==> src/rtl/lbuf_pkg.sv <==
// Shared types and policy decoding for the line buffer prefetch controller.
// Assumes the policy field is two bits wide, with bit 1 meaning look ahead on hit.
package lbuf_pkg;

    typedef enum logic [1:0] {
        ST_IDLE   = 2'd0,
        ST_FETCH  = 2'd1,
        ST_WAITPF = 2'd2
    } ctrl_state_t;

    // True when the policy keeps fetched lines in the buffers.
    function automatic logic policy_buffers(input logic [1:0] mode, input logic en);
        return en && (mode != 2'b00);
    endfunction

    // True when the policy starts a look-ahead fetch on a hit.
    function automatic logic policy_hit_lookahead(input logic [1:0] mode);
        return mode[1];
    endfunction

endpackage

==> src/rtl/lbuf_cfg_reg.sv <==
// Configuration register: captures policy and enable inputs, cleared by reset.
// Assumes the inputs are quasi-static; changes take effect one cycle later.
module lbuf_cfg_reg (
    input  logic       clk,
    input  logic       rst_n,
    input  logic [1:0] mode_in,
    input  logic       en_in,
    output logic [1:0] mode_q,
    output logic       en_q
);
    // Register the settings, resetting to policy off and buffers disabled.
    always_ff @(posedge clk) begin
        if (!rst_n) begin
            mode_q <= 2'b00;
            en_q   <= 1'b0;
        end else begin
            mode_q <= mode_in;
            en_q   <= en_in;
        end
    end
endmodule

==> src/rtl/lbuf_line_store.sv <==
// Line buffer storage: tags, valid flags and line data for NUM_BUF entries.
// Provides a demand lookup, a look-ahead probe and the first free entry.
// Assumes at most one fill per cycle; clear_all wins over a fill.
module lbuf_line_store #(
    parameter int NUM_BUF = 4,
    parameter int TAG_W   = 12,
    parameter int LINE_W  = 128,
    localparam int IDX_W  = (NUM_BUF > 1) ? $clog2(NUM_BUF) : 1
) (
    input  logic              clk,
    input  logic              rst_n,
    input  logic              clear_all,
    input  logic [TAG_W-1:0]  look_tag,
    input  logic [TAG_W-1:0]  probe_tag,
    input  logic              fill_en,
    input  logic [IDX_W-1:0]  fill_idx,
    input  logic [TAG_W-1:0]  fill_tag,
    input  logic [LINE_W-1:0] fill_data,
    output logic              look_hit,
    output logic [LINE_W-1:0] look_line,
    output logic [IDX_W-1:0]  look_idx,
    output logic              probe_hit,
    output logic              free_any,
    output logic [IDX_W-1:0]  free_idx,
    output logic [NUM_BUF-1:0] valid_vec
);
    logic [TAG_W-1:0]  tag_q   [NUM_BUF];
    logic [LINE_W-1:0] line_q  [NUM_BUF];
    logic [NUM_BUF-1:0] valid_q;
    logic [NUM_BUF-1:0] match_look;
    logic [NUM_BUF-1:0] match_probe;

    // Per-entry tag comparators for the demand and look-ahead addresses.
    for (genvar g = 0; g < NUM_BUF; g++) begin : g_cmp
        assign match_look[g]  = valid_q[g] && (tag_q[g] == look_tag);
        assign match_probe[g] = valid_q[g] && (tag_q[g] == probe_tag);
    end

    // Valid flags and tags: reset and clear wipe, a fill marks its entry.
    always_ff @(posedge clk) begin
        if (!rst_n) begin
            for (int i = 0; i < NUM_BUF; i++) begin
                valid_q[i] <= 1'b0;
                tag_q[i]   <= '0;
            end
        end else begin
            for (int i = 0; i < NUM_BUF; i++) begin
                if (clear_all) begin
                    valid_q[i] <= 1'b0;
                end else if (fill_en && (fill_idx == IDX_W'(i))) begin
                    valid_q[i] <= 1'b1;
                    tag_q[i]   <= fill_tag;
                end
            end
        end
    end

    // Line data written on fill; no reset needed since valid guards it.
    always_ff @(posedge clk) begin
        if (fill_en && !clear_all) begin
            line_q[fill_idx] <= fill_data;
        end
    end

    // Encode the matching entry and the lowest invalid entry.
    always_comb begin
        look_idx = '0;
        free_idx = '0;
        for (int i = NUM_BUF - 1; i >= 0; i--) begin
            if (match_look[i]) look_idx = IDX_W'(i);
            if (!valid_q[i])   free_idx = IDX_W'(i);
        end
    end

    assign look_hit  = |match_look;
    assign probe_hit = |match_probe;
    assign free_any  = ~&valid_q;
    assign look_line = line_q[look_idx];
    assign valid_vec = valid_q;
endmodule

==> src/rtl/lbuf_lru.sv <==
// Least-recently-used order kept as a permutation of per-entry ages.
// Age 0 is most recent; the entry at age NUM_BUF-1 is the victim.
// Assumes at most one touch per cycle.
module lbuf_lru #(
    parameter int NUM_BUF = 4,
    localparam int IDX_W  = (NUM_BUF > 1) ? $clog2(NUM_BUF) : 1
) (
    input  logic             clk,
    input  logic             rst_n,
    input  logic             touch_en,
    input  logic [IDX_W-1:0] touch_idx,
    output logic [IDX_W-1:0] victim_idx
);
    logic [IDX_W-1:0] age_q [NUM_BUF];
    logic [IDX_W-1:0] touched_age;

    assign touched_age = age_q[touch_idx];

    // Move the touched entry to age 0 and age every younger entry by one.
    always_ff @(posedge clk) begin
        if (!rst_n) begin
            for (int i = 0; i < NUM_BUF; i++) age_q[i] <= IDX_W'(i);
        end else if (touch_enCheck()) begin
            for (int i = 0; i < NUM_BUF; i++) begin
                if (touch_idx == IDX_W'(i))       age_q[i] <= '0;
                else if (age_q[i] < touched_age)  age_q[i] <= age_q[i] + 1'b1;
            end
        end
    end

    function automatic logic touch_enCheck();
        return touch_en;
    endfunction

    // Find the oldest entry.
    always_comb begin
        victim_idx = '0;
        for (int i = 0; i < NUM_BUF; i++) begin
            if (age_q[i] == IDX_W'(NUM_BUF - 1)) victim_idx = IDX_W'(i);
        end
    end
endmodule

==> src/rtl/lbuf_prefetch_ctrl.sv <==
// Flash line buffer prefetch controller (top).
// Serves word reads from line buffers, fetches missing lines over a single
// flash channel, and optionally looks ahead one line on a hit.
// Assumes: requester holds rd_req/rd_addr until rd_ready; flash holds
// nothing of its own and pulses fl_done for one cycle with fl_line valid.
module lbuf_prefetch_ctrl #(
    parameter int ADDR_W  = 14,
    parameter int WORD_W  = 32,
    parameter int LINE_W  = 128,
    parameter int NUM_BUF = 4,
    localparam int WSEL_W = $clog2(LINE_W / WORD_W),
    localparam int TAG_W  = ADDR_W - WSEL_W,
    localparam int IDX_W  = (NUM_BUF > 1) ? $clog2(NUM_BUF) : 1
) (
    input  logic              clk,
    input  logic              rst_n,
    input  logic [1:0]        cfg_pf_mode,
    input  logic              cfg_buf_en,
    input  logic              rd_req,
    input  logic [ADDR_W-1:0] rd_addr,
    output logic              rd_ready,
    output logic [WORD_W-1:0] rd_data,
    output logic              fl_req,
    output logic [TAG_W-1:0]  fl_line_addr,
    input  logic              fl_done,
    input  logic [LINE_W-1:0] fl_line
);
    import lbuf_pkg::*;

    logic [1:0]        mode_q;
    logic              en_q;
    ctrl_state_t       state_q;
    logic [TAG_W-1:0]  dem_line_q;
    logic [WSEL_W-1:0] dem_word_q;

    logic [TAG_W-1:0]  req_line;
    logic [WSEL_W-1:0] req_word;
    logic              buf_on;
    logic              look_hit, probe_hit, free_any;
    logic [LINE_W-1:0] look_line;
    logic [IDX_W-1:0]  look_idx, free_idx, lru_idx, victim_idx;
    logic [NUM_BUF-1:0] valid_vec;
    logic              accept, hit_accept, miss_accept, pf_start;
    logic              fetch_done, fill_fire, touch_en;
    logic [IDX_W-1:0]  touch_idx;

    lbuf_cfg_reg u_cfg (
        .clk     (clk),
        .rst_n   (rst_n),
        .mode_in (cfg_pf_mode),
        .en_in   (cfg_buf_en),
        .mode_q  (mode_q),
        .en_q    (en_q)
    );

    assign req_line = rd_addr[ADDR_W-1:WSEL_W];
    assign req_word = rd_addr[WSEL_W-1:0];
    assign buf_on   = policy_buffers(mode_q, en_q);

    lbuf_line_store #(.NUM_BUF(NUM_BUF), .TAG_W(TAG_W), .LINE_W(LINE_W)) u_store (
        .clk       (clk),
        .rst_n     (rst_n),
        .clear_all (!en_q),
        .look_tag  (req_line),
        .probe_tag (req_line + 1'b1),
        .fill_en   (fill_fire),
        .fill_idx  (victim_idx),
        .fill_tag  (fl_line_addr),
        .fill_data (fl_line),
        .look_hit  (look_hit),
        .look_line (look_line),
        .look_idx  (look_idx),
        .probe_hit (probe_hit),
        .free_any  (free_any),
        .free_idx  (free_idx),
        .valid_vec (valid_vec)
    );

    lbuf_lru #(.NUM_BUF(NUM_BUF)) u_lru (
        .clk        (clk),
        .rst_n      (rst_n),
        .touch_en   (touch_en),
        .touch_idx  (touch_idx),
        .victim_idx (lru_idx)
    );

    // Request acceptance: idle, not already replying, not during a fill cycle.
    assign fetch_done  = fl_req && fl_done;
    assign accept      = (state_q == ST_IDLE) && rd_req && !rd_ready && !fetch_done;
    assign hit_accept  = accept && buf_on && look_hit;
    assign miss_accept = accept && !(buf_on && look_hit);
    assign pf_start    = hit_accept && policy_hit_lookahead(mode_q) && !probe_hit && !fl_req;

    // Fill placement: a free entry first, else the least recently used one.
    assign fill_fire  = fetch_done && buf_on;
    assign victim_idx = free_any ? free_idx : lru_idx;
    assign touch_en   = hit_accept || fill_fire;
    assign touch_idx  = fill_fire ? victim_idx : look_idx;

    // Control sequencing of replies and the single flash fetch channel.
    always_ff @(posedge clk) begin
        if (!rst_n) begin
            state_q      <= ST_IDLE;
            fl_req       <= 1'b0;
            fl_line_addr <= '0;
            rd_ready     <= 1'b0;
            rd_data      <= '0;
            dem_line_q   <= '0;
            dem_word_q   <= '0;
        end else begin
            rd_ready <= 1'b0;
            case (state_q)
                ST_IDLE: begin
                    if (fetch_done) fl_req <= 1'b0;
                    if (hit_accept) begin
                        rd_ready <= 1'b1;
                        rd_data  <= look_line[req_word*WORD_W +: WORD_W];
                        if (pf_start) begin
                            fl_req       <= 1'b1;
                            fl_line_addr <= req_line + 1'b1;
                        end
                    end else if (miss_accept) begin
                        dem_line_q <= req_line;
                        dem_word_q <= req_word;
                        if (fl_req) begin
                            state_q <= ST_WAITPF;
                        end else begin
                            fl_req       <= 1'b1;
                            fl_line_addr <= req_line;
                            state_q      <= ST_FETCH;
                        end
                    end
                end
                ST_FETCH: begin
                    if (fetch_done) begin
                        fl_req   <= 1'b0;
                        rd_ready <= 1'b1;
                        rd_data  <= fl_line[dem_word_q*WORD_W +: WORD_W];
                        state_q  <= ST_IDLE;
                    end
                end
                ST_WAITPF: begin
                    if (fetch_done) begin
                        if (fl_line_addr == dem_line_q) begin
                            fl_req   <= 1'b0;
                            rd_ready <= 1'b1;
                            rd_data  <= fl_line[dem_word_q*WORD_W +: WORD_W];
                            state_q  <= ST_IDLE;
                        end else begin
                            fl_line_addr <= dem_line_q;
                            state_q      <= ST_FETCH;
                        end
                    end
                end
                default: state_q <= ST_IDLE;
            endcase
        end
    end
endmodule

==> config.mk <==
export PLATFORM = sky130hd
export DESIGN_NAME = lbuf_prefetch_ctrl
export DESIGN_NICKNAME = d
export VERILOG_FILES = /design/src/rtl/lbuf_pkg.sv /design/src/rtl/lbuf_cfg_reg.sv /design/src/rtl/lbuf_line_store.sv /design/src/rtl/lbuf_lru.sv /design/src/rtl/lbuf_prefetch_ctrl.sv
export SDC_FILE = /design/constraint.sdc
export NUM_CORES = 1
export LEC_CHECK = 0
export BUFFER_PORTS_ARGS = -buffer_cell sky130_fd_sc_hd__buf_2
export CORE_AREA = 2 2 228 230
export CTS_BUF_LIST = sky130_fd_sc_hd__clkbuf_8 sky130_fd_sc_hd__clkbuf_16
export CTS_CLUSTER_SIZE = 24
export DETAILED_ROUTE_END_ITERATION = 8
export DIE_AREA = 0 0 230 232
export PLACE_DENSITY = 0.81
export SYNTH_ARGS = -nofsm -noshare
export SYNTH_HDL_FRONTEND = slang
export SYNTH_SLANG_ARGS = --single-unit
==> constraint.sdc <==
create_clock -name clk -period 9.61 [get_ports clk]
set_clock_uncertainty 0.2 [all_clocks]
set_input_delay 1.4415 -clock clk [delete_from_list [all_inputs] [get_ports clk]]
set_output_delay 1.4415 -clock clk [all_outputs]
set_load 0.02 [all_outputs]
# [Word-level counts from Yosys, hierarchy flattened]
# Memories as Yosys holds them, arrays and structs flattened.
# Index checks and enable logic that the tools add are counted.
# Widths: inputs -> output; s select.
[classes] n_addsub=5 order_cmp=4 n_eq_ne=30 shift=2 muxes=112 bitwise_logic=13 reduce_logical=47
[ops] cell="$shiftx 128x8->32" n=2
[ops] cell="$mux 32" n=4
[ops] cell="$mux 12" n=10
[ops] cell="$eq 12x12->1" n=9
[ops] cell="$pmux 32 s3" n=1
[ops] cell="$mux 1" n=68
[ops] cell="$mux 2" n=25
[ops] cell="$logic_and 1x1->1" n=26
[ops] cell="$pmux 12 s2" n=1
[ops] cell="$eq 2x2->1 const B" n=8
[ops] cell="$ne 2x2->1 const B" n=7
[ops] cell="$add 12x1->12 const B" n=1
[ops] cell="$or 1x1->1" n=12
[ops] cell="$ne 3x3->1 const B" n=3
[ops] cell="$add 2x1->2 const B" n=4
[ops] cell="$lt 2x2->1" n=4
[ops] cell="$reduce_and 4->1" n=2
[ops] cell="$reduce_or 4->1" n=2
[ops] cell="$eq 2x1->1 const B" n=3
[ops] cell="$logic_not 2->1" n=3
[ops] cell="$pmux 1 s3" n=2
[ops] cell="$pmux 2 s3" n=1
[ops] cell="$reduce_and 3->1" n=2
[ops] cell="$reduce_and 6->1" n=1
[ops] cell="7 further kinds" n=12
[word_totals] register_bits=69 ram_bits=568 out_inout_bits=46 elab_cells=229 memories=3
[mem_list] memory="u_store.line_q" depth=4 word_bits=128 read_ports=1 rd_clocked_by_memory_dff=0 wr=1 line="lbuf_line_store.sv:28" text="logic [LINE_W-1:0] line_q [NUM_BUF];"
[mem_list] memory="u_store.tag_q" depth=4 word_bits=12 read_ports=4 rd_clocked_by_memory_dff=0 wr=4 line="lbuf_line_store.sv:27" text="logic [TAG_W-1:0] tag_q [NUM_BUF];"
[mem_list] memory="u_lru.age_q" depth=4 word_bits=2 read_ports=5 rd_clocked_by_memory_dff=0 wr=4 line="lbuf_lru.sv:14" text="logic [IDX_W-1:0] age_q [NUM_BUF];"

# [Longest topological paths before layout]
# Gate-level depths: netlist of the first run.
# An unclocked memory read counts as a cell.
[logic_depth] depth_word=16 mapped_depth=14 depth_no_buf=11

# [By module]
# From an unflattened synthesis of the first run, not the netlist that was laid out.
[hier_totals] cells_unflattened=1480 hier_area_um2=27542.7
[by_module_without_submodules] mod="lbuf_line_store" instances=1 cells_each=948 area_each_um2=21737.1
[by_module_without_submodules] mod="lbuf_prefetch_ctrl" instances=1 cells_each=455 area_each_um2=5029.8
[by_module_without_submodules] mod="lbuf_lru" instances=1 cells_each=71 area_each_um2=696.9
[by_module_without_submodules] mod="lbuf_cfg_reg" instances=1 cells_each=6 area_each_um2=78.8

# [Worst setup path before layout of the first run]
# OpenSTA, ideal clock, no wires.
[synth_path] path_type="in2reg" startpoint="input fl_done" endpoint="memory u_store.tag_q[3][10] (data pin)" setup_ns=0.158 arrival_time_ns=6.365 t_required_ns=9.252 setup_slack_ns=2.886 stages=5 n_path_buf=1 path_cell_list="and2_0 nand2_1 a211oi_1 clkbuf_1 and3_1"
[synth_rtl] element="from (decl)" line="lbuf_prefetch_ctrl.sv:25" text="input logic fl_done,"
[synth_rtl] element="to (decl)" line="lbuf_line_store.sv:27"

# [Worst setup path in the final report of the first run]
[layout_path] startpoint="input rd_addr[9]" endpoint="register rd_data[20]"
[layout_between] elab_chain_cells=10 elab_cells_between_ends=20
[layout_rtl] element="from (decl)" line="lbuf_prefetch_ctrl.sv:20" text="input logic [ADDR_W-1:0] rd_addr,"
[layout_rtl] element="$eq 12x12->1" line="lbuf_line_store.sv:35" text="assign match_look[g] = valid_q[g] && (tag_q[g] == look_tag);"
[layout_rtl] element="$logic_and 1x1->1" line="lbuf_line_store.sv:35"
[layout_rtl] element="$mux 2 (4 in series)" line="lbuf_line_store.sv:70" text="if (match_look[i]) look_idx = IDX_W'(i);"
[layout_rtl] element="$mem_v2 4x128"
[layout_rtl] element="$shiftx 128x8->32" line="lbuf_prefetch_ctrl.sv:117" text="rd_data <= look_line[req_word*WORD_W +: WORD_W];"
[layout_rtl] element="$mux 32" line="lbuf_prefetch_ctrl.sv:115" text="if (hit_accept) begin"
[layout_rtl] element="$pmux 32 s3" line="lbuf_prefetch_ctrl.sv:112" text="case (state_q)"
[layout_rtl] element="to (signal assigned)" line="lbuf_prefetch_ctrl.sv:117"
[layout_rtl] element="to (signal assigned)" line="lbuf_prefetch_ctrl.sv:138" text="rd_data <= fl_line[dem_word_q*WORD_W +: WORD_W];"
[layout_rtl] element="to (signal assigned)" line="lbuf_prefetch_ctrl.sv:147" text="rd_data <= fl_line[dem_word_q*WORD_W +: WORD_W];"
[layout_rtl] element="to (decl)" line="lbuf_prefetch_ctrl.sv:22" text="output logic [WORD_W-1:0] rd_data,"
# Parallel ways exist; a longest one is shown, timed or not. The select of a mux whose other input is x is not followed.
# A chain may end at the register's enable or synchronous reset.

==> results_dict.tcl, run 1 <==
set metrics [dict create \
    synth-warning-count 0 \
    synth-edff-count 568 \
    tightest_slew_ns 1.23 \
    initial_utilization_pct 54.6 \
    p_per_area_nw_per_um2 222 \
    endpoint "rd_data[20]" \
    timing.hold.ws_ns 0.326 \
    max_stage_delay_ns 0.87 \
    power.leakage_nw 11.8 \
    cp.depth 10 \
    crit_type "input pin to flip-flop" \
    area_growth_pct 13.8 \
    grt_overflow 0 \
    cp_slowest_cell "a21o_4" \
    antenna_found_initial 23 \
    setup_tns_ns 0 \
    num_io_pins 195 \
    clkTransAtPathRegs_ns 0.06 \
    p_seq_share_pct 46.8 \
    drc 0 \
    ys_seq_area_share_pct 66.4 \
    grt_usage_pct 27.6 \
    min-delay-path-class "flip-flop to flip-flop" \
    crit_path_start_kind "input pin" \
    cts_made_buffers 66 \
    cts.path.max_buffers 3 \
    final.period_utilization_pct 62.0 \
    setup_violations 0 \
    sw_frac_of_total_pct 28.5 \
    clk_latency_ns 0.62 \
    grt_pass1_vias 17947 \
    finalPower_mw 7.01 \
    r2r-end "rd_data[20]" \
    die_area_um2 53400 \
    syn_nets 2062 \
    layout-drive-gt1-share_pct 19.4 \
    grt_start_max_net_pins 144 \
    crit_required_ns 9.92 \
    dieHeight_um 232 \
    critPathMaxFanout 95 \
    rsz0062_at_grt "no" \
    placed_area_um2 29400 \
    final_hold_viol_count 0 \
    final.min_clock_period_ns 5.96 \
    coreArea_um2 50900 \
    max_freq_ghz 0.168 \
    synth_area_leader_cell "edfxtp_1" \
    synth.distinct_cells 70 \
    crit_chain "buf_2 -> xnor2_1 -> nand4_1 -> or4_1 -> nand2_2 -> a21o_4 -> buf_12 -> mux2i_1 -> mux4_2 -> o22ai_1" \
    via_count 17945 \
    synth-main-ff-cell "edfxtp_1" \
    grt_pass1_wl_um 109000 \
    cts-root-buf "clkbuf_16" \
    clock-sinks 637 \
    die_width_um 230 \
    globalplace.congestion 0.928 \
    htreeDepth 3 \
    antenna_left 0 \
    synth_area_per_cell_um2 14.6 \
    synth_area_leaders "edfxtp_1 61%, mux2i_1 7.1%, mux4_2 5.0%, dfxtp_1 5.0%, nand2_1 2.2%" \
    status "finished, final reports clean" \
    synth_top_area_share_pct 61.4 \
    vdd_drop_max_mv 0.181 \
    maxSlewHeadroom_pct 17.7 \
    switchingPower_mw 1.99 \
    async_reset_ff_share_pct 0 \
    cap_violations 0 \
    ys_ff_latch 637 \
    place_hpwl_um 44400 \
    crit_arrival_ns 6.27 \
    r2r_setup_slack_ns 4.35 \
    synth_area_um2 27800 \
    nNetsFinal 2226 \
    critPathTopFamily "simple AND/OR/NAND/NOR gates" \
    portBuffers 194 \
    ctsHoldBuffers 0 \
    power_frac_clock_pct 36.4 \
    crit_start "rd_addr[9]" \
    synth_cells 1905 \
    reg2reg_depth 9 \
    power.internal_mw 5.01 \
    cp-end-kind "flip-flop" \
    post_cts_resized 0 \
    wl_per_cell_um 26.5 \
    post_cts_buffers 0 \
    timing.rr.start "u_store.tag_q[2][7]" \
    drtIter0Drc 2214 \
    slew_viol_final 0 \
    core.rowCount 83 \
    cp_num_buf_inv 2 \
    dr.pass1.iters 5 \
    pwr-share-comb_pct 16.8 \
    cts_tree "built" \
    final_area_um2 31600 \
    routed_wl_um 74400 \
    viasPerCell 6.39 \
]
-- registers in the layout (all words and copies together), names as in the netlist --
register           cells
u_store.line_q       512
u_store.valid_vec      4
u_store.tag_q         48
rd_data               32
dem_word_q             2
dem_line_q            12
state_q                2
fl_line_addr          12
rd_ready               1
u_lru.age_q            8
u_cfg.mode_q           2
u_cfg.en_q             1
fl_req                 1
-- synth_stat cells (all sizes together) (5+ instances only) --
| cell type | number |
|---|---|
| a211oi | 7 |
| a21oi | 20 |
| a31oi | 16 |
| and2 | 45 |
| and3 | 47 |
| buf | 44 |
| clkbuf | 79 |
| dfxtp | 69 |
| edfxtp | 568 |
| ha | 8 |
| inv | 14 |
| mux2i | 197 |
| mux4 | 62 |
| nand2 | 166 |
| nand2b | 17 |
| nand3 | 39 |
| nand4 | 21 |
| nor2 | 78 |
| nor2b | 10 |
| nor3 | 13 |
| nor4 | 19 |
| o211ai | 11 |
| o21ai | 68 |
| o21bai | 5 |
| o221ai | 46 |
| o22ai | 50 |
| o311ai | 9 |
| or3 | 5 |
| or4 | 7 |
| xnor2 | 68 |
| xor2 | 38 |
-- worst min-delay path, stage by stage (launching register included) --
cell and delay [ns]:
dfxtp_1 0.35, nand2_1 0.06, a21boi_0 0.07
-- worst min path at each step --
| stage | cells past startpoint | startpoint | to | slack [ns] |
|---|---|---|---|---|
| after global routing | 2 | state_q[1] | state_q[1] | 0.36 |
| after global placement | 2 | state_q[1] | state_q[1] | 0.29 |
| after floorplan | 2 | state_q[1] | state_q[1] | 0.27 |
| after CTS | 2 | state_q[1] | state_q[1] | 0.33 |
| after detailed placement | 2 | state_q[1] | state_q[1] | 0.32 |
| final | 2 | state_q[1] | state_q[1] | 0.33 |
-- layer usage --
layer  global-route usage (%)  up-vias  routed length, um  share of wire (%)
li1                         -     7714                  -                  -
met1                     36.4     8935              28300                 38
met2                     45.1     1066              36000                 48
met3                     5.62      208               7140                9.6
met4                     11.6       22               2730                3.7
met5                        0        -                146               0.20
-- final cells by class --
| class | instances | area (um2) |
|---|---|---|
| flip-flops and latches | 637 | 18400 |
| fillers | 3673 | 19300 |
| well taps | 680 | 851 |
| clock inverters | 42 | 373 |
| diodes | 10 | 25.0 |
| inverters | 15 | 71.3 |
| multi-input cells | 1130 | 8820 |
| repair buffers | 219 | 1180 |
| clock buffers | 77 | 1810 |
-- cells by family after synthesis --
group	after synthesis	synth area share (%)
adder cells (fa/ha/maj)	10	0.433
AO/OA/AOI/OAI	266	6.58
flip-flops	637	66.4
multiplexers	263	12.3
buffers and inverters	138	2.18
XOR/XNOR	106	3.34
AND/OR/NAND/NOR	485	8.76
-- stage by stage --
stage / cells / worst slack (ns) / utilization, %
CTS: 2800 / 3.74 / 62.0
global placement: 2681 / 3.27 / 57.7
detailed placement: 2681 / 3.15 / 57.7
global route: 2807 / 3.46 / 62.1
floorplan: 1905 / 2.89 / -
finish: 2810 / 3.65 / 62.1
-- cells in the final DEF (no fill, tap or decap), types with 11 or more instances in the layout --
master,netlist,layout
a21oi_1,20,20
a31oi_1,16,15
and2_1,43,43
and3_1,47,47
buf_2,27,194
buf_4,6,23
clkbuf_16,0,67
dfxtp_1,69,67
edfxtp_1,568,568
inv_1,14,24
mux2i_1,197,197
mux4_2,62,62
nand2_1,166,165
nand2b_1,17,17
nand3_1,39,38
nand4_1,21,21
nor2_1,78,77
nor3_1,13,11
nor4_1,16,15
o211ai_1,11,11
o21ai_0,60,59
o221ai_1,46,46
o22ai_1,50,50
xnor2_1,68,68
xor2_1,38,38
-- power by group through the flow --
stage | Clock [mW] | Sequential, mW | Combinational (mW)
CTS | 2.58 | 3.27 | 1.16
floorplan | 0 | 3.36 | 0.643
finish | 2.55 | 3.28 | 1.17
detailed placement | 0 | 3.33 | 1.15
global placement | 0 | 3.32 | 1.12
global route | 2.68 | 3.29 | 1.25
Note: power is estimated with default switching activity, not from simulation.
==> run 2, diff against run 1 <==
Settings changed: ABC_AREA from default to 1, CORE_AREA 2 2 228 230 to 2 2 240 242, DIE_AREA 0 0 230 232 to 0 0 242 244.
Clock period 9.61 ns to 6.04 ns, I/O delays scaled along.
==> results_dict.tcl, run 2 <==
set metrics [dict create \
    min-delay-path-class "input pin to flip-flop" \
    viasPerCell 5.95 \
    grt_pass1_vias 23923 \
    num_io_pins 195 \
    synth_top_area_share_pct 55.3 \
    setup_slack_ns 1.93 \
    coreArea_um2 56200 \
    dr.pass1.iters 6 \
    final.period_utilization_pct 68.1 \
    final.min_clock_period_ns 4.11 \
    status "finished, final reports clean" \
    initial_utilization_pct 54.9 \
    globalplace.congestion 1.01 \
    synth_cells 3313 \
    synth-warning-count 0 \
    p_seq_share_pct 44.8 \
    endpoint "rd_data[17]" \
    max_freq_ghz 0.243 \
    layout-drive-gt1-share_pct 11.4 \
    post_cts_buffers 0 \
    place_hpwl_um 54600 \
    crit_type "input pin to flip-flop" \
    ys_ff_latch 637 \
    setup_violations 0 \
    die_area_um2 59000 \
    cts-root-buf "clkbuf_16" \
    synth_area_um2 30900 \
    area_growth_pct 11.3 \
    power.leakage_nw 14.3 \
    synth_area_leaders "edfxtp_1 55%, nand2_1 11%, nand3_1 9.3%, dfxtp_1 4.5%, inv_1 3.3%" \
    power.internal_mw 7.91 \
    reg_top3 "u_store.line_q x512, u_store.tag_q x48, rd_data x32" \
    dieHeight_um 244 \
    p_per_area_nw_per_um2 336 \
    setup_tns_ns 0 \
    via_count 25224 \
    reg2reg_depth 13 \
    rsz0062_at_grt "no" \
    cts_tree "built" \
    synthTopCellsByCount "874 x nand2_1, 573 x nand3_1, 568 x edfxtp_1, 273 x inv_1, 220 x nor2_1" \
    r2r_setup_slack_ns 2.09 \
    nNetsFinal 3570 \
    r2r-end "rd_data[17]" \
    clkTransAtPathRegs_ns 0.06 \
    largest_reg_flops 512 \
    wl_per_cell_um 22.0 \
    pwr-share-comb_pct 20.5 \
    htreeDepth 3 \
    antenna_found_initial 23 \
    async_reset_ff_share_pct 0 \
    synth_area_per_cell_um2 9.32 \
    clock-sinks 637 \
    portBuffers 194 \
    crit_arrival_ns 4.44 \
    power_frac_clock_pct 34.7 \
    final_hold_viol_count 0 \
    synth_area_leader_cell "edfxtp_1" \
    regMostFlops "u_store.line_q" \
    timing.rr.start "u_store.tag_q[0][7]" \
    critPathMaxFanout 88 \
    ys_seq_area_share_pct 59.7 \
    drc 0 \
    crit_start "rd_addr[9]" \
    sw_frac_of_total_pct 31.6 \
    maxSlewHeadroom_pct 24.6 \
    grt_start_max_net_pins 129 \
    grt_overflow 0 \
    clk_latency_ns 0.62 \
    antenna_left 0 \
    cts.path.max_buffers 3 \
    switchingPower_mw 3.65 \
    tightest_slew_ns 1.13 \
    drtIter0Drc 3530 \
    layout_commonest_cell "nand2_1" \
    grt_pass1_wl_um 141000 \
    crit_path_start_kind "input pin" \
    routed_wl_um 93200 \
    cap_violations 0 \
    cp-end-kind "flip-flop" \
    grt_usage_pct 31.1 \
    syn_nets 3470 \
    synth-main-ff-cell "edfxtp_1" \
    ctsHoldBuffers 0 \
    core.rowCount 87 \
    die_width_um 242 \
    vdd_drop_max_mv 0.398 \
    cts_made_buffers 66 \
    post_cts_resized 0 \
    crit_required_ns 6.37 \
    synth-edff-count 568 \
    final_cell_mix "869 x nand2_1, 573 x nand3_1, 568 x edfxtp_1" \
    slew_viol_final 0 \
    synth.distinct_cells 41 \
    yosysMostFrequentCell "nand2_1" \
    place_ws_ns 1.47 \
]
[run 2: changes by cell type after synthesis, moves of 43 or more]
| cell | previous run | this run |
|---|---|---|
| and2_1 | 43 | 0 |
| mux4_2 | 62 | 0 |
| and3_1 | 47 | 3 |
| inv_1 | 14 | 273 |
| o21ai_0 | 60 | 125 |
| buf_2 | 27 | 83 |
| a21oi_1 | 20 | 111 |
| mux2i_1 | 197 | 0 |
| nand3_1 | 39 | 573 |
| xnor2_1 | 68 | 12 |
| nor2_1 | 78 | 220 |
| nand3b_1 | 0 | 103 |
| o221ai_1 | 46 | 0 |
| nand2_1 | 166 | 874 |
[run 2: worst min path at each step]
| stage | slack, ns | to | cells past startpoint | from |
|---|---|---|---|---|
| 2_1_floorplan | 0.28 | u_store.valid_vec[3] | 2 | u_cfg.en_q |
| 3_3_place_gp | 0.31 | dem_line_q[5] | 2 | dem_line_q[5] |
| 3_5_place_dp | 0.32 | dem_line_q[5] | 2 | dem_line_q[5] |
| 4_1_cts | 0.25 | u_cfg.mode_q[1] | 3 | cfg_pf_mode[1] |
| 5_1_grt | 0.28 | u_cfg.mode_q[0] | 3 | cfg_pf_mode[0] |
| 6_report | 0.28 | u_cfg.mode_q[1] | 3 | cfg_pf_mode[1] |
[run 2: final cells by class]
cell class | count | area, um2
multi-input combinational | 2187 | 10400
timing repair buffer | 230 | 1290
tap | 756 | 946
fill | 4537 | 21800
clock buffer | 71 | 1770
inverter | 291 | 1100
clock inverter | 49 | 365
antenna | 16 | 40.0
sequential | 637 | 18400
[run 2: metrics by stage]
step                      total power, mW  hold WS, ns  instances  cell area [um2]  utilization, %
after floorplan                      6.62        0.283       3313            30900               -
after global placement               7.49        0.306       4101            32200            57.3
after detailed placement             7.54        0.318       4101            32200            57.3
after CTS                            11.5        0.255       4221            34300            61.1
after global routing                 11.9        0.281       4232            34400            61.2
final                                11.6        0.278       4237            34400            61.2
[run 2: critical path, cell delays in order]
cell	delay, ns
buf_2	0.19
xnor2_1	0.55
nand4_1	0.16
nand3b_4	0.54
nand2_4	0.22
buf_4	0.83
nand2_1	0.16
nand2_1	0.13
nand2_1	0.06
nand3_1	0.13
nand3_1	0.12
nand2_1	0.10
nand2_1	0.06
a21oi_1	0.19
[run 2: routing by layer]
layer / track usage (%) / part of all wire, %
met5: 0 / 0.092
met4: 15.5 / 3.6
met3: 7.08 / 12
met1: 41.4 / 38
met2: 48.3 / 47
[run 2: power by group through the flow]
stage          registers [mW]  logic, mW  clock network [mW]
6_report                 5.17       2.37                4.01
5_1_grt                  5.19       2.52                4.22
4_1_cts                  5.17       2.30                4.03
3_5_place_dp             5.26       2.28                   0
3_3_place_gp             5.25       2.24                   0
2_1_floorplan            5.36       1.26                   0
[run 2: cell families after synthesis]
family | share of synthesized area (%)
buffers and inverters | 6.75
AND/OR/NAND/NOR | 26.7
XOR/XNOR | 1.46
AO/OA/AOI/OAI | 5.01
adder cells (fa/ha/maj) | 0.324
flip-flops | 59.7
